`src/rtl/eg_pkg.sv`:
```
package eg_pkg;
   localparam int LVL_W  = 10;
   localparam int RATE_W = 5;
   localparam int KRS_W  = 4;

   localparam logic [LVL_W-1:0] LVL_SILENT    = {LVL_W{1'b1}};
   localparam logic [LVL_W-1:0] LVL_ATK_START = 10'h280;

   typedef enum logic [1:0] {
      PH_ATK = 2'd0,
      PH_D1  = 2'd1,
      PH_D2  = 2'd2,
      PH_REL = 2'd3
   } eg_phase_e;
endpackage

```
`src/rtl/eg_rate.sv`:
```
module eg_rate
   import eg_pkg::*;
#(
   parameter bit KS_EN = 1'b1
)(
   input  logic [KRS_W-1:0]  krs_i,
   input  logic [KRS_W-1:0]  octave_i,
   input  logic [RATE_W-1:0] raw_i,
   output logic [KRS_W-1:0]  ks_o,
   output logic [RATE_W-1:0] eff_o
);
   localparam int SUM_W = RATE_W + 1;
   localparam int KS_MAX = (1 << KRS_W) - 1;
   localparam int RATE_MAX = (1 << RATE_W) - 1;

   generate
      if (KS_EN) begin : g_scale
         logic signed [KRS_W+1:0] sum;
         always_comb begin
            sum = $signed({2'b00, krs_i}) + $signed({{2{octave_i[KRS_W-1]}}, octave_i});
            if (krs_i == KRS_W'(KS_MAX))   ks_o = '0;
            else if (sum < 0)              ks_o = '0;
            else if (sum > KS_MAX)         ks_o = KRS_W'(KS_MAX);
            else                           ks_o = sum[KRS_W-1:0];
         end
      end else begin : g_noscale
         assign ks_o = '0;
      end
   endgenerate

   logic [SUM_W-1:0] tot;
   assign tot   = SUM_W'(ks_o) + SUM_W'(raw_i);
   assign eff_o = (tot > SUM_W'(RATE_MAX)) ? RATE_W'(RATE_MAX) : tot[RATE_W-1:0];
endmodule

```
`src/rtl/eg_clock.sv`:
```
module eg_clock
   import eg_pkg::*;
#(
   parameter int CNT_W = 20
)(
   input  logic              clk,
   input  logic              rst_n,
   input  logic              tick_i,
   input  logic [CNT_W-1:0]  cnt_i,
   input  logic [RATE_W-1:0] rate_i,
   input  logic              raw_nz_i,
   output logic              step_o,
   output logic [2:0]        shift_o
);
   localparam int IDX_W = $clog2(CNT_W);

   logic [RATE_W-1:0] r_lo, r_em;
   logic [IDX_W-1:0]  idx;
   logic [CNT_W-1:0]  sel;
   logic              cur, prev_q, odd_low;

   always_comb begin
      r_lo    = (rate_i < 5'd24) ? rate_i : 5'd24;
      idx     = IDX_W'((6'd34 - {1'b0, r_lo}) >> 1);
      sel     = cnt_i >> idx;
      cur     = sel[0];
      odd_low = rate_i[0] && (rate_i < 5'd24);
      step_o  = cur && !prev_q && raw_nz_i && (!odd_low || (sel[2:1] != 2'b00));
      if (rate_i < 5'd24)      r_em = 5'd24;
      else if (rate_i > 5'd30) r_em = 5'd30;
      else                     r_em = rate_i;
      shift_o = 3'((6'd32 - {1'b0, r_em}) >> 1) + {2'b00, r_em[0] & sel[1]};
   end

   always_ff @(posedge clk or negedge rst_n) begin
      if (!rst_n)      prev_q <= 1'b0;
      else if (tick_i) prev_q <= cur;
   end
endmodule

```
`src/rtl/eg_core.sv`:
```
module eg_core
   import eg_pkg::*;
#(
   parameter int CNT_W = 20,
   parameter bit KS_EN = 1'b1
)(
   input  logic              clk,
   input  logic              rst_n,
   input  logic              tick_i,
   input  logic [CNT_W-1:0]  gcnt_i,
   input  logic [4:0]        atk_rate_i,
   input  logic [4:0]        d1_rate_i,
   input  logic [4:0]        d2_rate_i,
   input  logic [4:0]        rel_rate_i,
   input  logic [4:0]        dlvl_i,
   input  logic [3:0]        krs_i,
   input  logic [3:0]        octave_i,
   input  logic              loop_link_i,
   input  logic              in_loop_i,
   input  logic              key_exec_i,
   input  logic              key_bit_i,
   output logic [9:0]        level_o,
   output logic [1:0]        phase_o,
   output logic              wave_on_o
);
   generate
      if (CNT_W < 20) begin : g_cnt_chk
         $error("eg_core: CNT_W must cover counter bit 19");
      end
   endgenerate

   localparam int SW = LVL_W + 2;

   eg_phase_e          phase_q, ph_a, ph_b, phase_n;
   logic [LVL_W-1:0]   level_q, lvl_b, level_n;
   logic               wave_q, wave_b, wave_n;
   logic [RATE_W-1:0]  raw, eff;
   logic [KRS_W-1:0]   ks;
   logic               step;
   logic [2:0]         shift;
   logic signed [SW-1:0] lv_s, inc, sum;
   logic [RATE_W:0]    atk_sum;

   // phase after the decay-level test, used for rate selection
   always_comb begin
      ph_a = phase_q;
      if (phase_q == PH_D1 && level_q[LVL_W-1:LVL_W-5] == dlvl_i) ph_a = PH_D2;
      unique case (ph_a)
         PH_ATK:  raw = atk_rate_i;
         PH_D1:   raw = d1_rate_i;
         PH_D2:   raw = d2_rate_i;
         default: raw = rel_rate_i;
      endcase
   end

   eg_rate #(.KS_EN(KS_EN)) u_rate (
      .krs_i(krs_i), .octave_i(octave_i), .raw_i(raw), .ks_o(ks), .eff_o(eff)
   );

   eg_clock #(.CNT_W(CNT_W)) u_clk (
      .clk(clk), .rst_n(rst_n), .tick_i(tick_i), .cnt_i(gcnt_i),
      .rate_i(eff), .raw_nz_i(raw != '0), .step_o(step), .shift_o(shift)
   );

   always_comb begin
      lv_s = SW'(level_q);
      if (ph_a == PH_ATK) inc = (~lv_s) >>> shift;
      else                inc = 12'sd16 >>> shift;
      sum    = lv_s + inc;
      lvl_b  = level_q;
      wave_b = wave_q;
      if (step) begin
         if (sum >= 12'sd1023) begin
            lvl_b  = LVL_SILENT;
            wave_b = 1'b0;
         end else if (sum < 0) begin
            lvl_b  = '0;
         end else begin
            lvl_b  = sum[LVL_W-1:0];
         end
      end
      ph_b = ph_a;
      if (ph_a == PH_ATK && (loop_link_i ? in_loop_i : (lvl_b == '0))) ph_b = PH_D1;

      atk_sum = {1'b0, atk_rate_i} + (RATE_W+1)'(ks);
      phase_n = ph_b;
      level_n = lvl_b;
      wave_n  = wave_b;
      if (key_exec_i && ((ph_b == PH_REL) == key_bit_i)) begin
         if (key_bit_i) begin
            phase_n = PH_ATK;
            wave_n  = 1'b1;
            level_n = (atk_sum >= 6'd32) ? '0 : LVL_ATK_START;
         end else begin
            phase_n = PH_REL;
         end
      end
   end

   always_ff @(posedge clk or negedge rst_n) begin
      if (!rst_n) begin
         level_q <= LVL_SILENT;
         phase_q <= PH_REL;
         wave_q  <= 1'b0;
      end else if (tick_i) begin
         level_q <= level_n;
         phase_q <= phase_n;
         wave_q  <= wave_n;
      end
   end

   assign level_o   = level_q;
   assign phase_o   = phase_q;
   assign wave_on_o = wave_q;

   // state frozen between ticks
   a_r12_hold: assert property (@(posedge clk) disable iff (!rst_n)
      !tick_i |=> ($stable(level_o) && $stable(phase_o) && $stable(wave_on_o)));

   // reaching silence turns waveform fetch off
   a_r8_silence_stop: assert property (@(posedge clk) disable iff (!rst_n)
      (level_o == 10'h3FF && $past(level_o) != 10'h3FF) |-> !wave_on_o);

   // key-on from release starts attack at one of two levels
   a_r11_key_on: assert property (@(posedge clk) disable iff (!rst_n)
      (tick_i && key_exec_i && key_bit_i && phase_o == 2'd3) |=>
      (phase_o == 2'd0 && wave_on_o && (level_o == 10'h000 || level_o == 10'h280)));

   // non-attack steps only raise the level, by at most 8
   a_r7_decay_step: assert property (@(posedge clk) disable iff (!rst_n)
      (tick_i && !key_exec_i && phase_o != 2'd0) |=>
      (level_o >= $past(level_o) && {1'b0, level_o} <= {1'b0, $past(level_o)} + 11'd8));

   // attack steps never lower the volume
   a_r6_attack_falls: assert property (@(posedge clk) disable iff (!rst_n)
      (tick_i && !key_exec_i && phase_o == 2'd0) |=> level_o <= $past(level_o));
endmodule

```
`config.mk`:
```
export PLATFORM = sky130hd
export DESIGN_NAME = eg_core
export DESIGN_NICKNAME = d
export VERILOG_FILES = /design/src/rtl/eg_pkg.sv /design/src/rtl/eg_rate.sv /design/src/rtl/eg_clock.sv /design/src/rtl/eg_core.sv
export SDC_FILE = /design/constraint.sdc
export NUM_CORES = 1
export LEC_CHECK = 0
export BUFFER_PORTS_ARGS = -buffer_cell sky130_fd_sc_hd__buf_2
export CAP_MARGIN = 10
export CELL_PAD_IN_SITES_DETAIL_PLACEMENT = 0
export CELL_PAD_IN_SITES_GLOBAL_PLACEMENT = 1
export CORE_ASPECT_RATIO = 2
export CORE_MARGIN = 2
export CORE_UTILIZATION = 40
export DETAILED_ROUTE_END_ITERATION = 7
export MAX_ROUTING_LAYER = met4
export PLACE_DENSITY = 0.84
export SLEW_MARGIN = 20
export SYNTH_ARGS = -nofsm -noshare
export SYNTH_HDL_FRONTEND = slang
export SYNTH_SLANG_ARGS = --single-unit
```
`constraint.sdc`:
```
create_clock -name clk -period 11.4 [get_ports clk]
set_clock_uncertainty 0.2 [all_clocks]
set_input_delay 0 -clock clk [delete_from_list [all_inputs] [get_ports clk]]
set_output_delay 0 -clock clk [all_outputs]
set_load 0.01 [all_outputs]
```
==> run metrics <==
ratio of final minimum period to clock period=83.8%; RSZ-0062 raised after global routing=false; outcome=completed; CTS tree=done; Most common cell on crit path=a21oi_1; Avg Inst Size Synth=7.82 sq um; initial antenna violation count=1; cell count after synthesis=442; post-synth top area cell=ha_1; CP Data Required Time=11380 ps; Synth Register Bits=14; Primary FF master, synth=dfstp_2; Slew HR=52.2%; count of cell types in the netlist=82; Final setup viols=0; Detailed Routing Iterations Pass 1=4; measured slew at the worst slew-check pin=712 ps; Die Ht=135 um; hpwl dp=9500 um; CP Class=reg2reg; worst-path fanout max=15; largest net degree at the start of global routing=17; CTS root buffer=clkbuf_16; Crit-path slowest cell=dfstp_2; vias in the first global route=3790; crit path capture type=flop; hold slack=3.73 ps; Area Growth Syn to Fin=16.8%; setup TNS=0 ps; YS warnings=0; clk buf depth=2; fin nets=598; total grt overflow=0; maxcap violations=0; top cells by area, synth=ha_1 9.4%, dfstp_2 9.1%, nand2_1 6.6%; Seq/Total Area, Yosys=10.6%; Post-synth EDFFs=0; Non-Filler Instances=610; fmax=105 MHz; Sink Count=14; drt total wl=11400 um; Synth top cells by count=61 x nand2_1, 27 x a21oi_1, 26 x ha_1; H-tree level count=1; Initial Utilization=40.6%; Detail Route Antenna Nets=0; Core Box Area=8530 sq um; # port buffers=72; Vias/cell=6.18; GRT Util Overall=24.2%; synthesized area=3460 sq um; final hold viol count=0; WP data arrival=9530 ps; most numerous cell in the Yosys netlist=nand2_1; Remaining DRCs=0; total CTS buffers=3; top cell type's share of synthesized area=9.41%; post-route minimum period=9550 ps; placed instance count=598; clk_lat worst skew=250 ps; fin util=47.3%; Post-synth ARST share=100%; Slew Limit Fails=0; DRT iter0 DRCs=204; clk slew on worst S/H paths=50 ps; row cnt=48; gpl congestion=0.918; Vias=3772; Syn Nets=530; Worst path max stage delay=630 ps; layout cells sized above 1=26.1%; drt wl/cell=18.7 um; Worst Hold Class=in2async; die width=69.8 um; CTS resizes=0; die area=9450 sq um; first-pass GRT wire length=18000 um; Critical Path Start Type=flop; I/O Pins=73; R2R Setup Slk=1850 ps
cell families (layout without fill, tap and decap cells):
logic type | Yosys count | in the layout | share of synthesized area (%)
flip-flops | 14 | 14 | 10.6
adder cells (fa/ha/maj) | 30 | 30 | 11.1
other | 0 | 1 | 0
AND/OR/NAND/NOR | 163 | 163 | 23.0
buffers and inverters | 39 | 106 | 4.74
multiplexers | 24 | 24 | 8.18
XOR/XNOR | 27 | 27 | 7.49
AO/OA/AOI/OAI | 145 | 145 | 34.9
worst max-delay path, delay by kind of cell, from the launching register on:
kind | cells | cell delay [ps]
mux | 2 | 610
flops | 1 | 630
fa+ha+maj | 4 | 1490
xor+xnor | 2 | 350
compound gates | 17 | 3820
buf+inv | 1 | 90
simple gates | 10 | 2260
registers in the layout, indices dropped and copies added, names as in the netlist:
register      count
wave_on_o         1
phase_o           2
u_clk.prev_q      1
level_o          10
per-layer routing:
metal | share of wire [%] | track usage, %
met1 | 35 | 21.6
met3 | 2.9 | 2.08
met5 | 0 | -
met2 | 57 | 49.0
met4 | 5.2 | 12.3
layout make-up:
cell class	count	area, sq um
clock buffers	4	78.8
flip-flops and latches	14	365
repair buffers	83	460
diodes	1	2.50
multi-input cells	389	2930
inverters	19	71.3
well taps	100	125
fillers	879	4490
final timing paths:
check | start | endpoint | cells past startpoint
min in group clk | key_bit_i | phase_o[0] | 4
worst min-delay path | rst_n | u_clk.prev_q | 2
worst max register to register | level_o[9] | level_o[9] | 36
max in group asynchronous | rst_n | level_o[0] | 2
worst min register to register | u_clk.prev_q | u_clk.prev_q | 1
worst max-delay path | level_o[9] | level_o[9] | 36
timing repair:
action	4_1_cts	5_1_grt
setup buffers	0	0
hold buffers	7	0
hold endpoints to repair	20	0
metrics by stage:
stage / setup slack, ps / instance area, sq um
2_1_floorplan: 2570 / 3460
5_1_grt: 1250 / 4040
6_report: 1850 / 4040
3_5_place_dp: 1700 / 3880
3_3_place_gp: 1960 / 3880
4_1_cts: 1670 / 4030
cells in the final DEF (no fill, tap or decap), drive strengths merged, types with 12 or more instances in the layout:
cell type / netlist / layout
nor3: 14 / 14
nand2: 61 / 61
nand3: 18 / 18
a21oi: 27 / 27
inv: 17 / 17
buf: 10 / 76
nor2: 24 / 24
mux2i: 17 / 17
a31oi: 12 / 12
dfstp: 12 / 12
o21ai: 21 / 21
xnor2: 21 / 21
ha: 26 / 26
Power is not shown: default switching activity piles up to over one toggle a cycle in this logic, so the estimate is an artifact.
